### config.mk
export PLATFORM = sky130hd
export DESIGN_NAME = rxfifo_prog
export DESIGN_NICKNAME = d
export VERILOG_FILES = /design/src/rtl/rxf_pkg.sv /design/src/rtl/rxf_store.sv /design/src/rtl/rxf_levels.sv /design/src/rtl/rxf_ctrl.sv /design/src/rtl/rxfifo_prog.sv
export SDC_FILE = /design/constraint.sdc
export NUM_CORES = 2
export LEC_CHECK = 0
export ABC_AREA = 1
export BUFFER_PORTS_ARGS = -buffer_cell sky130_fd_sc_hd__buf_2
export CORE_ASPECT_RATIO = 1.5
export CORE_MARGIN = 2
export CORE_UTILIZATION = 38
export DETAILED_ROUTE_END_ITERATION = 8
export PLACE_DENSITY_LB_ADDON = 0.1
export SLEW_MARGIN = 20
export SYNTH_ARGS = -nofsm -noshare
export SYNTH_HDL_FRONTEND = slang
export SYNTH_HIERARCHICAL = 1
export SYNTH_SLANG_ARGS = --single-unit
### constraint.sdc
create_clock -name clk -period 7.1 [get_ports clk]
set_clock_uncertainty 0.1 [all_clocks]
set_input_delay 0.355 -clock clk [delete_from_list [all_inputs] [get_ports clk]]
set_output_delay 0.355 -clock clk [all_outputs]
set_load 0.05 [all_outputs]
### src/rtl/rxf_pkg.sv
package rxf_pkg;
  localparam int unsigned ADDR_W = 3;

  localparam logic [ADDR_W-1:0] A_CTRL = 3'd0;
  localparam logic [ADDR_W-1:0] A_STAT = 3'd1;
  localparam logic [ADDR_W-1:0] A_THR  = 3'd2;
  localparam logic [ADDR_W-1:0] A_SIZE = 3'd3;
  localparam logic [ADDR_W-1:0] A_CNT  = 3'd4;

  localparam int unsigned C_BLKRST = 0;
  localparam int unsigned C_FLUSH  = 2;
  localparam int unsigned C_RXEN   = 5;

  localparam int unsigned S_NE  = 12;
  localparam int unsigned S_NAE = 13;
  localparam int unsigned S_NAF = 14;
  localparam int unsigned S_NF  = 15;
  localparam int unsigned S_UNR = 22;
  localparam int unsigned S_OVR = 23;

  localparam int unsigned FIELD_W = 20;

  typedef struct packed {
    logic nf;
    logic naf;
    logic nae;
    logic ne;
  } lvl_flags_t;
endpackage

### src/rtl/rxf_store.sv
module rxf_store #(
  parameter int unsigned DEPTH = 64,
  parameter int unsigned W     = 32,
  localparam int unsigned AW   = $clog2(DEPTH),
  localparam int unsigned CW   = AW + 1
) (
  input  logic          clk,
  input  logic          rst_n,
  input  logic          flush,
  input  logic          push,
  input  logic          pop,
  input  logic [W-1:0]  wdata,
  output logic [W-1:0]  rdata,
  output logic [CW-1:0] count,
  output logic          full,
  output logic          empty
);
  logic [W-1:0]  mem [DEPTH];
  logic [AW-1:0] wr_ptr, rd_ptr;

  always_ff @(posedge clk) begin
    if (push && !flush) mem[wr_ptr] <= wdata;
  end

  always_ff @(posedge clk or negedge rst_n) begin
    if (!rst_n) begin
      wr_ptr <= '0;
      rd_ptr <= '0;
      count  <= '0;
    end else if (flush) begin
      wr_ptr <= '0;
      rd_ptr <= '0;
      count  <= '0;
    end else begin
      if (push) wr_ptr <= wr_ptr + 1'b1;
      if (pop)  rd_ptr <= rd_ptr + 1'b1;
      case ({push, pop})
        2'b10:   count <= count + 1'b1;
        2'b01:   count <= count - 1'b1;
        default: count <= count;
      endcase
    end
  end

  assign rdata = mem[rd_ptr];
  assign full  = (count == CW'(DEPTH));
  assign empty = (count == '0);
endmodule

### src/rtl/rxf_levels.sv
module rxf_levels
  import rxf_pkg::*;
#(
  parameter int unsigned DEPTH = 64,
  parameter int unsigned CW    = 7,
  localparam int unsigned SW   = ((CW > 16) ? CW : 16) + 2
) (
  input  logic [CW-1:0] count,
  input  logic [15:0]   ae_thr,
  input  logic [7:0]    af_thr,
  output lvl_flags_t    flags
);
  logic [SW-1:0] cnt_x, ae_x, af_x;

  always_comb begin
    cnt_x     = SW'(count);
    ae_x      = SW'(ae_thr);
    af_x      = SW'(af_thr);
    flags.ne  = (cnt_x != '0);
    flags.nae = (cnt_x > ae_x);
    flags.naf = ((cnt_x + af_x) < SW'(DEPTH));
    flags.nf  = (cnt_x < SW'(DEPTH));
  end
endmodule

### src/rtl/rxf_ctrl.sv
module rxf_ctrl
  import rxf_pkg::*;
#(
  parameter int unsigned SETTLE_CYC = 500,
  localparam int unsigned SCW = (SETTLE_CYC < 2) ? 1 : $clog2(SETTLE_CYC + 1)
) (
  input  logic              clk,
  input  logic              rst_n,
  input  logic [ADDR_W-1:0] reg_addr,
  input  logic              reg_wr,
  input  logic [31:0]       reg_wdata,
  input  logic              link_valid,
  input  logic              dma_rd,
  input  logic              full,
  input  logic              empty,
  output logic              push,
  output logic              pop,
  output logic              flush,
  output logic              active,
  output logic              rx_en,
  output logic [15:0]       ae_thr,
  output logic [7:0]        af_thr,
  output logic              ovr_err,
  output logic              unr_err
);
  logic [SCW-1:0] settle_q;
  logic ctrl_wr, blk_rst, act, ovr_ev, unr_ev, stat_wr;
  logic unused_wbits;

  assign unused_wbits = ^{reg_wdata[31:24], reg_wdata[21:6], reg_wdata[4:3], reg_wdata[1]};

  assign ctrl_wr = reg_wr && (reg_addr == A_CTRL);
  assign stat_wr = reg_wr && (reg_addr == A_STAT);
  assign blk_rst = ctrl_wr && reg_wdata[C_BLKRST];
  assign flush   = ctrl_wr && (reg_wdata[C_BLKRST] || reg_wdata[C_FLUSH]);
  assign active  = (settle_q == '0);
  assign act     = active && !flush;

  assign pop    = act && dma_rd && !empty;
  assign push   = act && link_valid && rx_en && (!full || pop);
  assign ovr_ev = act && link_valid && rx_en && full && !pop;
  assign unr_ev = act && dma_rd && empty;

  always_ff @(posedge clk or negedge rst_n) begin
    if (!rst_n) begin
      settle_q <= '0;
      rx_en    <= 1'b0;
      ae_thr   <= '0;
      af_thr   <= '0;
      ovr_err  <= 1'b0;
      unr_err  <= 1'b0;
    end else if (blk_rst) begin
      settle_q <= SCW'(SETTLE_CYC);
      rx_en    <= 1'b0;
      ae_thr   <= '0;
      af_thr   <= '0;
      ovr_err  <= 1'b0;
      unr_err  <= 1'b0;
    end else begin
      if (settle_q != '0) settle_q <= settle_q - 1'b1;
      if (ctrl_wr) rx_en <= reg_wdata[C_RXEN];
      if (reg_wr && (reg_addr == A_THR)) begin
        ae_thr <= reg_wdata[15:0];
        af_thr <= reg_wdata[23:16];
      end
      ovr_err <= (ovr_err && !(stat_wr && reg_wdata[S_OVR])) || ovr_ev;
      unr_err <= (unr_err && !(stat_wr && reg_wdata[S_UNR])) || unr_ev;
    end
  end
endmodule

### src/rtl/rxfifo_prog.sv
module rxfifo_prog
  import rxf_pkg::*;
#(
  parameter int unsigned DEPTH      = 64,
  parameter int unsigned SETTLE_CYC = 500,
  localparam int unsigned AW = $clog2(DEPTH),
  localparam int unsigned CW = AW + 1
) (
  input  logic              clk,
  input  logic              rst_n,
  input  logic              link_valid,
  input  logic [31:0]       link_data,
  input  logic              dma_rd,
  output logic [31:0]       dma_data,
  input  logic [ADDR_W-1:0] reg_addr,
  input  logic              reg_wr,
  input  logic [31:0]       reg_wdata,
  output logic [31:0]       reg_rdata
);
  localparam logic [FIELD_W-1:0] SIZE_F = FIELD_W'(DEPTH);

  logic          push, pop, flush, active, rx_en, ovr_err, unr_err;
  logic          full, empty;
  logic [CW-1:0] count;
  logic [31:0]   head;
  logic [15:0]   ae_thr;
  logic [7:0]    af_thr;
  lvl_flags_t    flags;

  rxf_ctrl #(.SETTLE_CYC(SETTLE_CYC)) u_ctrl (
    .clk(clk), .rst_n(rst_n), .reg_addr(reg_addr), .reg_wr(reg_wr),
    .reg_wdata(reg_wdata), .link_valid(link_valid), .dma_rd(dma_rd),
    .full(full), .empty(empty), .push(push), .pop(pop), .flush(flush),
    .active(active), .rx_en(rx_en), .ae_thr(ae_thr), .af_thr(af_thr),
    .ovr_err(ovr_err), .unr_err(unr_err)
  );

  rxf_store #(.DEPTH(DEPTH), .W(32)) u_store (
    .clk(clk), .rst_n(rst_n), .flush(flush), .push(push), .pop(pop),
    .wdata(link_data), .rdata(head), .count(count), .full(full), .empty(empty)
  );

  rxf_levels #(.DEPTH(DEPTH), .CW(CW)) u_levels (
    .count(count), .ae_thr(ae_thr), .af_thr(af_thr), .flags(flags)
  );

  assign dma_data = pop ? head : '0;

  always_comb begin
    reg_rdata = '0;
    case (reg_addr)
      A_CTRL: reg_rdata[C_RXEN] = rx_en;
      A_STAT: begin
        reg_rdata[S_NE]  = flags.ne;
        reg_rdata[S_NAE] = flags.nae;
        reg_rdata[S_NAF] = flags.naf;
        reg_rdata[S_NF]  = flags.nf;
        reg_rdata[S_UNR] = unr_err;
        reg_rdata[S_OVR] = ovr_err;
      end
      A_THR:   reg_rdata[23:0] = {af_thr, ae_thr};
      A_SIZE:  reg_rdata[FIELD_W-1:0] = SIZE_F;
      A_CNT:   reg_rdata[FIELD_W-1:0] = FIELD_W'(count);
      default: reg_rdata = '0;
    endcase
  end
endmodule

==> Word level (Yosys, flattened, before mapping) <==
Memories as Yosys holds them, arrays and structs flattened.
Index checks and enable logic that the tools add are counted.
{ "word_totals": {"word_cells": 92, "n_memories": 1, "ff_bits": 55, "inputBits": 72, "mem_bits_rw": 2048, "output_inout_bits": 64} }
{ "op_classes": {"n_lt_le_gt_ge": 3, "muxes": 26, "reduce_logical": 40, "eq_ne": 7, "n_addsub": 6} }
{ "memory_table": {"columns": ["memory", "words", "word_bits", "rd", "rd_ports_with_merged_regs", "wr", "line_no", "rtl"], "rows": [
  ["u_store.mem", 64, 32, 1, 0, 1, "rxf_store.sv:18", "logic [W-1:0] mem [DEPTH];"]
]} }
{ "ops": {"columns": ["op", "n"], "rows": [
  ["$mux W16", 2],
  ["$mux W32", 1],
  ["$mux W6", 4],
  ["$logic_and A1 B1 Y1", 19],
  ["$lt A18 B7 Y1 const B", 1],
  ["$mux W9", 2],
  ["$pmux W6 S3", 1],
  ["$gt A7 B16 Y1", 1],
  ["$mux W8", 2],
  ["$pmux W7 S2", 1],
  ["$add A6 B1 Y6 const B", 2],
  ["$pmux W5 S2", 1],
  ["$reduce_bool A2 Y1", 5],
  ["$add A7 B8 Y9", 1],
  ["$logic_not A9 Y1", 1],
  ["$reduce_bool A9 Y1", 1],
  ["$sub A9 B1 Y9 const B", 1],
  ["$pmux W4 S2", 1],
  ["$add A7 B1 Y7 const B", 1],
  ["$eq A7 B7 Y1 const B", 1],
  ["$logic_not A7 Y1", 1],
  ["$lt A7 B7 Y1 const B", 1],
  ["$mux W7", 1],
  ["$reduce_bool A7 Y1", 1],
  ["other kinds (15)", 29]
]} }

==> Depth between registers and ports, before layout <==
{ "logic_depth": {"depth_word": 12, "ltp_mapped": 21, "mapped_depth_nobuf": 21} }

==> Cells and area by module <==
The synthesis kept the hierarchy.
{ "by_module_without_submodules": {"columns": ["module", "n_inst", "seq_area_each_um2", "area_each_um2", "cells_each"], "rows": [
  ["rxf_store", 1, 61974.4, 85689.7, 7816],
  ["rxf_ctrl", 1, 900.9, 1789.2, 198],
  ["rxfifo_prog", 1, 0.0, 678.2, 150],
  ["rxf_levels", 1, 0.0, 534.3, 98]
]} }

==> Least setup slack after synthesis <==
OpenSTA, ideal clock, no wires.
{ "synth_timing": {"path_type": "register to register", "startpoint": "register u_ctrl.settle_q[0]", "endpoint": "memory u_store.mem[14][0], enable pin", "period_less_slack_ps": 4009, "path_slack_ps": 3091, "path_stages_with_launch": 13, "required_ps": 6579, "arrival_ps": 3488, "n_path_buf": 0, "path_cell_list": "dfrtp_1 > inv_1 > ha_1 > nand2_2 > nor2_4 > nand2_4 > nor2_4 > nand3_2 > a21oi_2 > inv_1 > nor3_1 > nand3_1 > nor2_1"} }
{ "synth_via": {"elab_chain_len": 9, "elab_cells_between_ends": 11} }
{ "synth_lines": {"columns": ["item", "line_no", "rtl"], "rows": [
  ["start, declared", "rxf_ctrl.sv:26", "logic [SCW-1:0] settle_q;"],
  ["start signal, assigned", "rxf_ctrl.sv:53", "settle_q <= SCW'(SETTLE_CYC);"],
  ["start signal, assigned", "rxf_ctrl.sv:60", "if (settle_q != '0) settle_q <= settle_q - 1'b1;"],
  ["$logic_not A9 Y1 (*)", "rxf_ctrl.sv:36", "assign active = (settle_q == '0);"],
  ["$logic_and A1 B1 Y1 (*)", "rxf_ctrl.sv:37", "assign act = active && !flush;"],
  ["$logic_and A1 B1 Y1 (2 in a row)", "rxf_ctrl.sv:39", "assign pop = act && dma_rd && !empty;"],
  ["$logic_or A1 B1 Y1", "rxf_ctrl.sv:40", "assign push = act && link_valid && rx_en && (!full || pop);"],
  ["$logic_and A1 B1 Y1 (*)", "rxf_ctrl.sv:40", null],
  ["via push", "rxfifo_prog.sv:22", "logic push, pop, flush, active, rx_en, ovr_err, unr_err;"],
  ["$logic_and A1 B1 Y1 (*)", "rxf_store.sv:22", "if (push && !flush) mem[wr_ptr] <= wdata;"],
  ["$mux W1 (*)", "rxf_store.sv:22", null],
  ["$mux W1 (not written as such) (*)", "rxf_store.sv:22", null],
  ["end, declared", "rxf_store.sv:18", null]
]} }
The timed path passes the listed nets; every way through them passes the cells marked *.

==> Worst setup path in the final report <==
{ "layout_timing": {"startpoint": "register u_store.rd_ptr[0]", "endpoint": "output port dma_data[17]"} }
{ "layout_via": {"elab_chain_len": 2} }
{ "layout_lines": {"columns": ["item", "line_no", "rtl"], "rows": [
  ["start, declared", "rxf_store.sv:19", "logic [AW-1:0] wr_ptr, rd_ptr;"],
  ["start signal, assigned", "rxf_store.sv:36", "if (pop) rd_ptr <= rd_ptr + 1'b1;"],
  ["$mem_v2 Z64 W32", null, null],
  ["via head[17]", "rxfifo_prog.sv:25", "logic [31:0] head;"],
  ["$mux W32", "rxfifo_prog.sv:47", "assign dma_data = pop ? head : '0;"],
  ["end, declared", "rxfifo_prog.sv:14", "output logic [31:0] dma_data,"]
]} }
The timed path passes the listed nets, and every way through them passes these cells.

==> flow_metrics.tcl <==
set metrics [dict create \
    status "completed" \
    num_rows 217 \
    antenna_found_initial 9 \
    worstMarginPinSlew_ns 1.096 \
    synth_xor_area_frac 0.0001975 \
    rsz0062_at_grt "false" \
    hpwlAfterDp_um 143800 \
    startpoint_type "flop" \
    synth_fa_ha_area_frac 0.002539 \
    synth_area_leaders "edfxtp_1, nand2_1, nand3_1, nor2_1, inv_1" \
    yosysSeqAreaShare 0.7089 \
    cts_tree "done" \
    pre_cts_ws_ns 2.171 \
    timing.final.ws_setup_ns 1.779 \
    fp.dieH_um 595.7 \
    clkTransAtPathRegs_ns 0.06 \
    die_width_um 398.5 \
    post_drt_via_cell_ratio 5.064 \
    worstPathMaxFanout 104 \
    detail-route-antenna-nets 0 \
    nets 8441 \
    end_kind "primary output" \
    finalCritPeriodShare 0.7495 \
    crit_required_ns 6.64 \
    syn2layout_area_growth_pct 12.69 \
    max_slew_margin 0.2693 \
    grt_pass1_vias 56500 \
    synth.area.mux_share 0 \
    ir_drop_mv 0.1926 \
    track_usage 0.2258 \
    ios 136 \
    clock-sinks 2103 \
    drive_above_1_share 0.08445 \
    io_buffer_count 119 \
    synth.top_cell.area_share 0.6934 \
    fill_cells 21930 \
    place_congestion 0.8333 \
    grt_max_degree 163 \
    finalSetupViolCount 0 \
    synth-simple-area-share 0.2115 \
    critical_path_class "reg2out" \
    start_util 0.3816 \
    cts-root-buf "clkbuf_16" \
    clock_path_buffers 4 \
    avgSynthCellArea_um2 10.73 \
    fp.coreArea_um2 232400 \
    synth_edf_count 2048 \
    clock.fmax_ghz 0.1879 \
    synth_compound_area_frac 0.02840 \
    synth-seq-cells 2103 \
    powerDensity_nw_per_um2 273.2 \
    hold_viol 0 \
    yosysTopAreaCell "edfxtp_1" \
    num_vias 58680 \
    grt_pass1_wl_um 391700 \
    max_cap_violations 0 \
    reg2reg_depth 14 \
    synth_cells 8262 \
    min_period_ns 5.321 \
    wire_per_inst_um 23.44 \
    maxSlewViolCount 0 \
    overflow 0 \
    min_path_cells 2 \
    die_area_um2 237400 \
    first_pass_iters 5 \
    drc 0 \
    arrival_ns 4.87 \
    hold_class "in2reg" \
    tns_ns 0 \
    htreeDepth 4 \
    first_iter_violations 5314 \
    synth_warnings 6 \
    synth_top_family_by_area "simple AND/OR/NAND/NOR gates" \
    p_leak_nw 38.33 \
    clkLatencyLatePin_ns 0.86 \
    routed_wirelength_um 271700 \
    cts_made_buffers 211 \
    yosysUniqueCellTypes 41 \
    synthesis.area_um2 88690 \
    ys.flop_type "edfxtp_1" \
    postSynth.asyncResetShare 0.02615 \
]
cells by family after synthesis:
group,after synthesis
xor gates and xnor gates,2
AOI/OAI and AO/OA,494
buffers and inverters,1027
other,1
DFF,2103
adders and majority gates,18
and+or+nand+nor,4617
power by group:
part	total (mW)	internal, mW	switching [mW]	leakage, nW
Combinational	2.81	0.696	2.12	16.1
Sequential	13.7	13.7	0.0853	19.1
Clock	10.7	5.95	4.79	3.12
timing repair:
item | 4_1_cts | 5_1_grt
setup buffers | 0 | 0
hold buffers | 36 | 0
resized for setup | 0 | 0
endpoints found under the hold margin | 116 | 0
path summary, 6_finish.rpt:
check                                          startpoint                             end  slack (ns)
setup / recovery            u_store/rd_ptr[0]$_DFFE_PN0P_                    dma_data[17]        1.78
hold / removal                              link_data[21]   u_store/mem[15][21]$_DFFE_PP_        0.09
setup reg to reg           u_ctrl/settle_q[0]$_DFFE_PN0P_   u_store/mem[62][29]$_DFFE_PP_        2.21
hold reg to reg            u_ctrl/settle_q[0]$_DFFE_PN0P_  u_ctrl/settle_q[0]$_DFFE_PN0P_        0.39
max in group asynchronous                           rst_n   u_store/rd_ptr[2]$_DFFE_PN0P_        6.17
min in group asynchronous                           rst_n    u_ctrl/ae_thr[5]$_DFFE_PN0P_        0.10
synth_stat cells, types with 10 or more instances:
master and count:
nor3_1 11, buf_2 238, ha_1 18, a21oi_1 142
inv_1 561, edfxtp_1 2048, nor2_2 15, dfrtp_1 55
nand2_1 2734, o21ai_1 22, buf_1 44, o21ai_0 315
buf_6 11, nand3_1 908, nor2_1 886, buf_4 14
clkbuf_1 145, inv_2 10, or2_2 35, nand4_1 10
stage by stage:
step	area, µm²	hold slack (ns)	total power [mW]	std cells	utilization
after floorplan	88720	-0.04059	15.65	8269	-
after global placement	93100	0.3652	16.81	11170	0.4006
after detailed placement	93130	0.3798	16.83	11170	0.4007
after CTS	99900	0.05453	27.59	11580	0.4298
after global routing	99930	0.09222	28.27	11580	0.4300
final	99940	0.08633	27.30	11590	0.4300
final cells by class:
| cell class | count | area, µm² | share of cell area |
|---|---|---|---|
| Sequential cell | 2103 | 62890 | 0.6293 |
| Multi-Input combinational cell | 5139 | 22050 | 0.2206 |
| Clock buffer | 256 | 5534 | 0.05537 |
| Tap cell | 3066 | 3836 | 0.03838 |
| Timing Repair Buffer | 322 | 2555 | 0.02556 |
| Inverter | 574 | 2186 | 0.02187 |
| Clock inverter | 120 | 875.8 | 0.008763 |
| Antenna cell | 8 | 20.02 | 0.0002003 |
layout by cell type (no fill, tap or decap), drive strengths merged, types with 12 or more instances in the layout:
master and n:
nand2 2738, edfxtp 2048, nand3 913, nor2 906, inv 575, o21ai 343
buf 286, clkbuf 256, a21oi 145, clkinv 98, dfrtp 55, dlygate4sd3 36
or2 35, ha 18, bufinv 12, nor3 12
metal layers:
layer  track usage  vias to the layer above  wire, µm
li1              -                    27750         -
met5             0                        -        13
met3       0.02452                      367     12660
met2        0.3856                     1449    133300
met4       0.07272                        2      9071
met1        0.3001                    29110    116600
critical path: stages, from the launching register on:
cell,delay [ns]
dfrtp_4,0.79
inv_8,0.75
buf_12,0.37
nand2_1,0.09
nand2_1,0.07
nand2_1,0.05
a21oi_1,0.31
nor2_1,0.10
nand2_1,0.29
nand3_1,0.39
nand2_1,0.21
nand2_1,0.07
inv_1,0.08
buf_2,0.28
registers in the layout, summed over array words and instances, names as in the netlist:
register	count
u_store/mem	2048
u_ctrl/ae_thr	16
u_ctrl/settle_q	9
u_ctrl/af_thr	8
u_store/count	7
u_store/rd_ptr	6
u_store/wr_ptr	6
u_ctrl/ovr_err	1
u_ctrl/rx_en	1
u_ctrl/unr_err	1
Note: power is estimated with default switching activity, not from simulation.
